--- src/rtl/tsync_pkg.sv ---
package tsync_pkg;
  localparam int unsigned DW = 32;
  localparam int unsigned TW = 64;
  localparam int unsigned IW = 4;
  localparam int unsigned NEV = 4;

  localparam logic [IW-1:0] IDX_CTRL   = 4'd0;
  localparam logic [IW-1:0] IDX_EVENT  = 4'd1;
  localparam logic [IW-1:0] IDX_RATE   = 4'd2;
  localparam logic [IW-1:0] IDX_TLO    = 4'd3;
  localparam logic [IW-1:0] IDX_THI    = 4'd4;
  localparam logic [IW-1:0] IDX_TGTLO  = 4'd5;
  localparam logic [IW-1:0] IDX_TGTHI  = 4'd6;
  localparam logic [IW-1:0] IDX_SLVLO  = 4'd7;
  localparam logic [IW-1:0] IDX_SLVHI  = 4'd8;
  localparam logic [IW-1:0] IDX_MSTLO  = 4'd9;
  localparam logic [IW-1:0] IDX_MSTHI  = 4'd10;

  // flag vector order; register bit = index + 1
  typedef enum int unsigned {EV_TGT = 0, EV_SLV = 1, EV_MST = 2, EV_PPS = 3} ev_e;

  localparam logic [DW-1:0] RATE_RST = 32'hA000_0000;
endpackage

--- src/rtl/tsync_timebase.sv ---
module tsync_timebase
  import tsync_pkg::*;
#(
  parameter int unsigned ACC_W = 32,
  parameter int unsigned CNT_W = 64
) (
  input  logic             clk_i,
  input  logic             rst_ni,
  input  logic             srst_i,
  input  logic [ACC_W-1:0] rate_i,
  input  logic             hi_we_i,
  input  logic             lo_we_i,
  input  logic [ACC_W-1:0] wdata_i,
  output logic [CNT_W-1:0] time_o,
  output logic             step_o,
  output logic             load_o
);
  localparam int unsigned HI_W = CNT_W - ACC_W;

  logic [ACC_W-1:0] acc_q;
  logic [ACC_W:0]   sum;
  logic [HI_W-1:0]  hi_hold_q;
  logic [CNT_W-1:0] time_q;
  logic             step_q, load_q;

  assign sum = {1'b0, acc_q} + {1'b0, rate_i};

  always_ff @(posedge clk_i or negedge rst_ni) begin
    if (!rst_ni) begin
      acc_q     <= '0;
      hi_hold_q <= '0;
      time_q    <= '0;
      step_q    <= 1'b0;
      load_q    <= 1'b0;
    end else if (srst_i) begin
      acc_q     <= '0;
      hi_hold_q <= '0;
      time_q    <= '0;
      step_q    <= 1'b0;
      load_q    <= 1'b0;
    end else begin
      acc_q  <= sum[ACC_W-1:0];
      step_q <= 1'b0;
      load_q <= 1'b0;
      if (hi_we_i) hi_hold_q <= wdata_i[HI_W-1:0];
      if (lo_we_i) begin
        time_q <= {hi_hold_q, wdata_i};
        load_q <= 1'b1;
      end else if (sum[ACC_W]) begin
        time_q <= time_q + 1'b1;
        step_q <= 1'b1;
      end
    end
  end

  assign time_o = time_q;
  assign step_o = step_q;
  assign load_o = load_q;
endmodule

--- src/rtl/tsync_aux_capture.sv ---
module tsync_aux_capture #(
  parameter int unsigned SYNC_STAGES = 2,
  parameter int unsigned CNT_W = 64
) (
  input  logic             clk_i,
  input  logic             rst_ni,
  input  logic             srst_i,
  input  logic             pin_i,
  input  logic [CNT_W-1:0] time_i,
  output logic             rise_o,
  output logic [CNT_W-1:0] snap_o
);
  logic [SYNC_STAGES-1:0] sync_q;
  logic                   prev_q;
  logic [CNT_W-1:0]       snap_q;

  generate
    for (genvar i = 0; i < SYNC_STAGES; i++) begin : g_sync
      always_ff @(posedge clk_i or negedge rst_ni) begin
        if (!rst_ni) sync_q[i] <= 1'b0;
        else if (i == 0) sync_q[i] <= pin_i;
        else sync_q[i] <= sync_q[(i == 0) ? 0 : i-1];
      end
    end
  endgenerate

  always_ff @(posedge clk_i or negedge rst_ni) begin
    if (!rst_ni) prev_q <= 1'b0;
    else prev_q <= sync_q[SYNC_STAGES-1];
  end

  assign rise_o = sync_q[SYNC_STAGES-1] & ~prev_q & ~srst_i;

  always_ff @(posedge clk_i or negedge rst_ni) begin
    if (!rst_ni) snap_q <= '0;
    else if (srst_i) snap_q <= '0;
    else if (rise_o) snap_q <= time_i;
  end

  assign snap_o = snap_q;
endmodule

--- src/rtl/tsync_events.sv ---
module tsync_events #(
  parameter int unsigned NEV = 4
) (
  input  logic           clk_i,
  input  logic           rst_ni,
  input  logic           srst_i,
  input  logic [NEV-1:0] set_i,
  input  logic [NEV-1:0] clr_i,
  input  logic [NEV-1:0] mask_i,
  output logic [NEV-1:0] flags_o,
  output logic           irq_o
);
  logic [NEV-1:0] flags_q;

  generate
    for (genvar i = 0; i < NEV; i++) begin : g_flag
      always_ff @(posedge clk_i or negedge rst_ni) begin
        if (!rst_ni) flags_q[i] <= 1'b0;
        else if (srst_i) flags_q[i] <= 1'b0;
        else if (set_i[i]) flags_q[i] <= 1'b1;  // set wins over clear
        else if (clr_i[i]) flags_q[i] <= 1'b0;
      end
    end
  endgenerate

  assign flags_o = flags_q;
  assign irq_o   = |(flags_q & mask_i);
endmodule

--- src/rtl/tsync_clock.sv ---
module tsync_clock
  import tsync_pkg::*;
#(
  parameter int unsigned PPS_BITS = 25,
  parameter int unsigned SYNC_STAGES = 2
) (
  input  logic          clk_i,
  input  logic          rst_ni,
  input  logic          reg_we_i,
  input  logic          reg_re_i,
  input  logic [IW-1:0] reg_idx_i,
  input  logic [DW-1:0] reg_wdata_i,
  output logic [DW-1:0] reg_rdata_o,
  input  logic          aux_slave_i,
  input  logic          aux_master_i,
  output logic          irq_o
);
  localparam int unsigned HI_W = TW - DW;

  logic [NEV:0]   ctrl_q;
  logic [DW-1:0]  rate_q;
  logic [TW-1:0]  tgt_q;
  logic [HI_W-1:0] shadow_q;
  logic [DW-1:0]  rdata_q;
  logic           srst;

  logic [TW-1:0]  time_w, snap_slv, snap_mst;
  logic           step_w, load_w, rise_slv, rise_mst;
  logic [NEV-1:0] ev_set, ev_clr, flags_w;
  logic           ev_we, tlo_we, thi_we;

  assign srst   = ctrl_q[0];
  assign ev_we  = reg_we_i && (reg_idx_i == IDX_EVENT);
  assign tlo_we = reg_we_i && (reg_idx_i == IDX_TLO);
  assign thi_we = reg_we_i && (reg_idx_i == IDX_THI);

  always_ff @(posedge clk_i or negedge rst_ni) begin
    if (!rst_ni) begin
      ctrl_q <= '0;
      rate_q <= RATE_RST;
      tgt_q  <= '0;
    end else if (reg_we_i) begin
      case (reg_idx_i)
        IDX_CTRL:  ctrl_q <= reg_wdata_i[NEV:0];
        IDX_RATE:  rate_q <= reg_wdata_i;
        IDX_TGTLO: tgt_q[DW-1:0] <= reg_wdata_i;
        IDX_TGTHI: tgt_q[TW-1:DW] <= reg_wdata_i[HI_W-1:0];
        default: ;
      endcase
    end
  end

  tsync_timebase #(.ACC_W(DW), .CNT_W(TW)) u_tb (
    .clk_i   (clk_i),
    .rst_ni  (rst_ni),
    .srst_i  (srst),
    .rate_i  (rate_q),
    .hi_we_i (thi_we),
    .lo_we_i (tlo_we),
    .wdata_i (reg_wdata_i),
    .time_o  (time_w),
    .step_o  (step_w),
    .load_o  (load_w)
  );

  tsync_aux_capture #(.SYNC_STAGES(SYNC_STAGES), .CNT_W(TW)) u_cap_slv (
    .clk_i  (clk_i),
    .rst_ni (rst_ni),
    .srst_i (srst),
    .pin_i  (aux_slave_i),
    .time_i (time_w),
    .rise_o (rise_slv),
    .snap_o (snap_slv)
  );

  tsync_aux_capture #(.SYNC_STAGES(SYNC_STAGES), .CNT_W(TW)) u_cap_mst (
    .clk_i  (clk_i),
    .rst_ni (rst_ni),
    .srst_i (srst),
    .pin_i  (aux_master_i),
    .time_i (time_w),
    .rise_o (rise_mst),
    .snap_o (snap_mst)
  );

  always_comb begin
    ev_set = '0;
    ev_set[EV_TGT] = (step_w | load_w) && (time_w == tgt_q);
    ev_set[EV_SLV] = rise_slv;
    ev_set[EV_MST] = rise_mst;
    ev_set[EV_PPS] = step_w && (time_w[PPS_BITS-1:0] == '0);
  end

  assign ev_clr = ev_we ? reg_wdata_i[NEV:1] : '0;

  tsync_events #(.NEV(NEV)) u_ev (
    .clk_i   (clk_i),
    .rst_ni  (rst_ni),
    .srst_i  (srst),
    .set_i   (ev_set),
    .clr_i   (ev_clr),
    .mask_i  (ctrl_q[NEV:1]),
    .flags_o (flags_w),
    .irq_o   (irq_o)
  );

  always_ff @(posedge clk_i or negedge rst_ni) begin
    if (!rst_ni) begin
      rdata_q  <= '0;
      shadow_q <= '0;
    end else if (reg_re_i) begin
      rdata_q <= '0;
      case (reg_idx_i)
        IDX_CTRL:  rdata_q <= {{(DW-NEV-1){1'b0}}, ctrl_q};
        IDX_EVENT: rdata_q <= {{(DW-NEV-1){1'b0}}, flags_w, 1'b0};
        IDX_RATE:  rdata_q <= rate_q;
        IDX_TLO: begin
          rdata_q  <= time_w[DW-1:0];
          shadow_q <= time_w[TW-1:DW];
        end
        IDX_THI:   rdata_q <= shadow_q;
        IDX_TGTLO: rdata_q <= tgt_q[DW-1:0];
        IDX_TGTHI: rdata_q <= tgt_q[TW-1:DW];
        IDX_SLVLO: rdata_q <= snap_slv[DW-1:0];
        IDX_SLVHI: rdata_q <= snap_slv[TW-1:DW];
        IDX_MSTLO: rdata_q <= snap_mst[DW-1:0];
        IDX_MSTHI: rdata_q <= snap_mst[TW-1:DW];
        default:   rdata_q <= '0;
      endcase
    end
  end

  assign reg_rdata_o = rdata_q;
endmodule

--- config.mk ---
export PLATFORM = sky130hd
export DESIGN_NAME = tsync_clock
export DESIGN_NICKNAME = d
export VERILOG_FILES = /design/src/rtl/tsync_pkg.sv /design/src/rtl/tsync_timebase.sv /design/src/rtl/tsync_aux_capture.sv /design/src/rtl/tsync_events.sv /design/src/rtl/tsync_clock.sv
export SDC_FILE = /design/constraint.sdc
export NUM_CORES = 1
export LEC_CHECK = 0
export ABC_CLOCK_PERIOD_IN_PS = 7300
export BUFFER_PORTS_ARGS = -buffer_cell sky130_fd_sc_hd__buf_2
export CORE_MARGIN = 8
export CORE_UTILIZATION = 50
export CTS_CLUSTER_SIZE = 20
export DETAILED_ROUTE_END_ITERATION = 7
export GPL_TIMING_DRIVEN = 0
export PLACE_DENSITY = 0.67
export SYNTH_ARGS = -nofsm -noshare
export SYNTH_HDL_FRONTEND = slang
export SYNTH_SLANG_ARGS = --single-unit
--- constraint.sdc ---
create_clock -name clk_i -period 7.3 [get_ports clk_i]
set_input_delay 0.73 -clock clk_i [delete_from_list [all_inputs] [get_ports clk_i]]
set_output_delay 0.73 -clock clk_i [all_outputs]
set_load 0.005 [all_outputs]
==> impl_metrics.tcl <==
set metrics [dict create \
    rsz0062_at_grt "no" \
    synth.yosys.seq_area_share_pct 50.9 \
    grt_overflow_total 0 \
    cts_root_buf "clkbuf_16" \
    synth.top_cell.area_share_pct 50.6 \
    muxShareOfSynthArea_pct 6.92 \
    fin_hold_ws_ns 0.200 \
    synth.area.top_cells "dfrtp_1 (51%), a22o_1 (7.2%), mux2_2 (6.9%)" \
    tightest_slew_ns 1.26 \
    clock_path_buffers 3 \
    cp.arrival_ns 4.61 \
    rr_worst_depth 13 \
    io_buffers 71 \
    grt_max_degree 123 \
    cp-start-kind "flip-flop" \
    place_ws_ns 2.98 \
    power_per_cell_area_nw_per_um2 310 \
    routed_wirelength_um 76200 \
    drcViolationCount 0 \
    skew_ns 0.0183 \
    place_congestion 1.00 \
    synth_largest_area_cell "dfrtp_1" \
    diodes 0 \
    path_max_fanout 10 \
    netlist_area_um2 21300 \
    gr-usage-all-layers_pct 30.4 \
    async_flop_share_pct 100 \
    drive_gt1_share_pct 16.3 \
    ioPinCount 75 \
    synth_compound_area_share_pct 19.6 \
    route.antenna.remaining_nets 0 \
    fp-row-count 75 \
    ys_ff_latch 433 \
    path_clk_slew_ns 0.06 \
    cts.htree.levels 2 \
    synth_commonest_cells "dfrtp_1 (431), a22o_1 (174), mux2_2 (130)" \
    synth_xor_area_share_pct 5.18 \
    outcome "completed" \
    setup.worst_path.class "reg2reg" \
    grt_antenna_before_repair 0 \
    post_drt_wl_per_cell_um 28.9 \
    syn_avg_cell_area_um2 11.0 \
    post-route-period-util_pct 57.4 \
    clock-sinks 433 \
    ir_drop_mv 0.203 \
    finalNonFillerCells 2634 \
    hp-class "in2async" \
    leakagePower_nw 10.6 \
    die_w_um 222 \
    die_area_um2 49500 \
    cts_tree "yes" \
    cts_setup_buffers 0 \
    drv_cap 0 \
    dp.cells 2554 \
    drt-initial-drc-count 2477 \
    area_delta_synth_final_pct 12.3 \
    synth_most_common_cell "dfrtp_1" \
    syn_inst 1941 \
    vias 17400 \
    synth_edf_count 0 \
    yosys.area_share.adder_pct 2.09 \
    timing.slew.headroom_pct 15.8 \
    synth_ff_type "dfrtp_1" \
    initial_core_util_pct 50.7 \
    cp.required_ns 7.72 \
    max_freq_mhz 239 \
    nNetsFinal 2141 \
    grt_pass1_vias 17300 \
    viasPerCell 6.61 \
    min_period_ns 4.19 \
    synth.net_count 2018 \
    end_kind "flip-flop" \
    hold_viol 0 \
    die_h_um 222 \
    cts_buffers 47 \
    core_um2 42000 \
    setup_slack_ns 3.11 \
    synth_top_family_by_area "compound AO/OA/AOI/OAI gates" \
    synthSimpleGateAreaFrac_pct 10.9 \
    clk_latency_ns 0.59 \
    setup_viol 0 \
    synth_warnings 0 \
    firstDrtPassIters 8 \
    place_hpwl_um 56500 \
    final_max_slew_viol_count 0 \
    grt_pass1_wl_um 113000 \
    ys_types 74 \
    holdBufCountCts 0 \
    cts_resized 0 \
]
path summary, 6_finish.rpt:
path / start / end / slack [ns]
min in group clk_i: aux_master_i / u_cap_mst.sync_q[0]$_DFF_PN0_ / 0.25
max in group asynchronous: rst_ni / reg_rdata_o[23]$_DFFE_PN0P_ / 5.47
worst min register to register: u_cap_mst.sync_q[0]$_DFF_PN0_ / u_cap_mst.sync_q[1]$_DFF_PN0_ / 0.35
worst min-delay path: rst_ni / u_tb.acc_q[2]$_DFF_PN0_ / 0.20
worst max-delay path: rate_q[0]$_DFFE_PN0P_ / u_tb.time_o[30]$_DFFE_PN0P_ / 3.11
worst max register to register: rate_q[0]$_DFFE_PN0P_ / u_tb.time_o[30]$_DFFE_PN0P_ / 3.11
per-layer routing:
layer	part of all wire (%)	global-route usage [%]	up-vias	wire length, um
li1	-	-	7460	-
met1	40	41.1	8766	30500
met2	44	46.7	1018	33700
met3	12	7.77	177	8870
met4	4.1	11.4	0	3090
met5	0	0	-	0
worst max-delay path, stage by stage, from the launching register on:
cell and delay [ns]:
dfrtp_1 0.49, ha_1 0.23, inv_1 0.06, fa_1 0.39
nand2b_1 0.18, a21o_1 0.20, a21o_1 0.20, o21ai_4 0.20
a21oi_2 0.13, o21ai_2 0.61, buf_2 0.42, nand2_1 0.08
o21ai_0 0.68, a21oi_1 0.15
flip-flops by register name (all words and copies together), names as in the netlist, 2 cells and up:
signal / count
ctrl_q: 5
rate_q: 32
reg_rdata_o: 32
shadow_q: 32
tgt_q: 64
u_cap_mst.snap_o: 64
u_cap_mst.sync_q: 2
u_cap_slv.snap_o: 64
u_cap_slv.sync_q: 2
u_ev.flags_o: 4
u_tb.acc_q: 32
u_tb.hi_hold_q: 32
u_tb.time_o: 64
per-stage QoR:
stage | util, % | TNS, ns | area, um2 | total power [W]
4_1_cts | 56.9 | 0 | 23900 | 0.00738
6_report | 56.9 | 0 | 23900 | 0.00742
5_1_grt | 56.9 | 0 | 23900 | 0.00773
3_5_place_dp | 53.3 | 0 | 22400 | 0.00500
2_1_floorplan | - | 0 | 21300 | 0.00428
3_3_place_gp | 53.1 | -1345.79 | 22300 | 0.00496
layout by cell type, fill, tap and decap left out, drive strengths merged, types with 34 or more instances in the layout:
cell type and count:
a22oi 67, dfrtp 431, nand2 99, nand3 63, xnor2 83, ha 34
a211oi 39, o21ai 40, a22o 174, inv 56, mux2 130, xor2 43
buf 117, nor2 126, clkbuf 193, o22ai 36, a21oi 63
power by group:
part,switching (W),internal (W),total [W]
Clock,0.00101,0.00139,0.00239
Sequential,0.000325,0.00273,0.00305
Combinational,0.00123,0.000746,0.00197
Total,0.00256,0.00486,0.00742
logic make-up after synthesis:
kind of cell,Yosys count
AO/OA/AOI/OAI,545
AND/OR/NAND/NOR,446
flip-flops,433
buffers and inverters,225
multiplexers,131
XOR/XNOR,126
adder cells (fa/ha/maj),35
cell type report:
type                    instances  area, um2
repair buffers                 74        448
well taps                     539        674
multi-input cells            1283       9520
flip-flops and latches        433      10800
fillers                      3675      18100
clock inverters                14        160
plain buffers                 170        742
clock buffers                  66       1350
inverters                      55        206
Power figures use the tool's default switching activity.
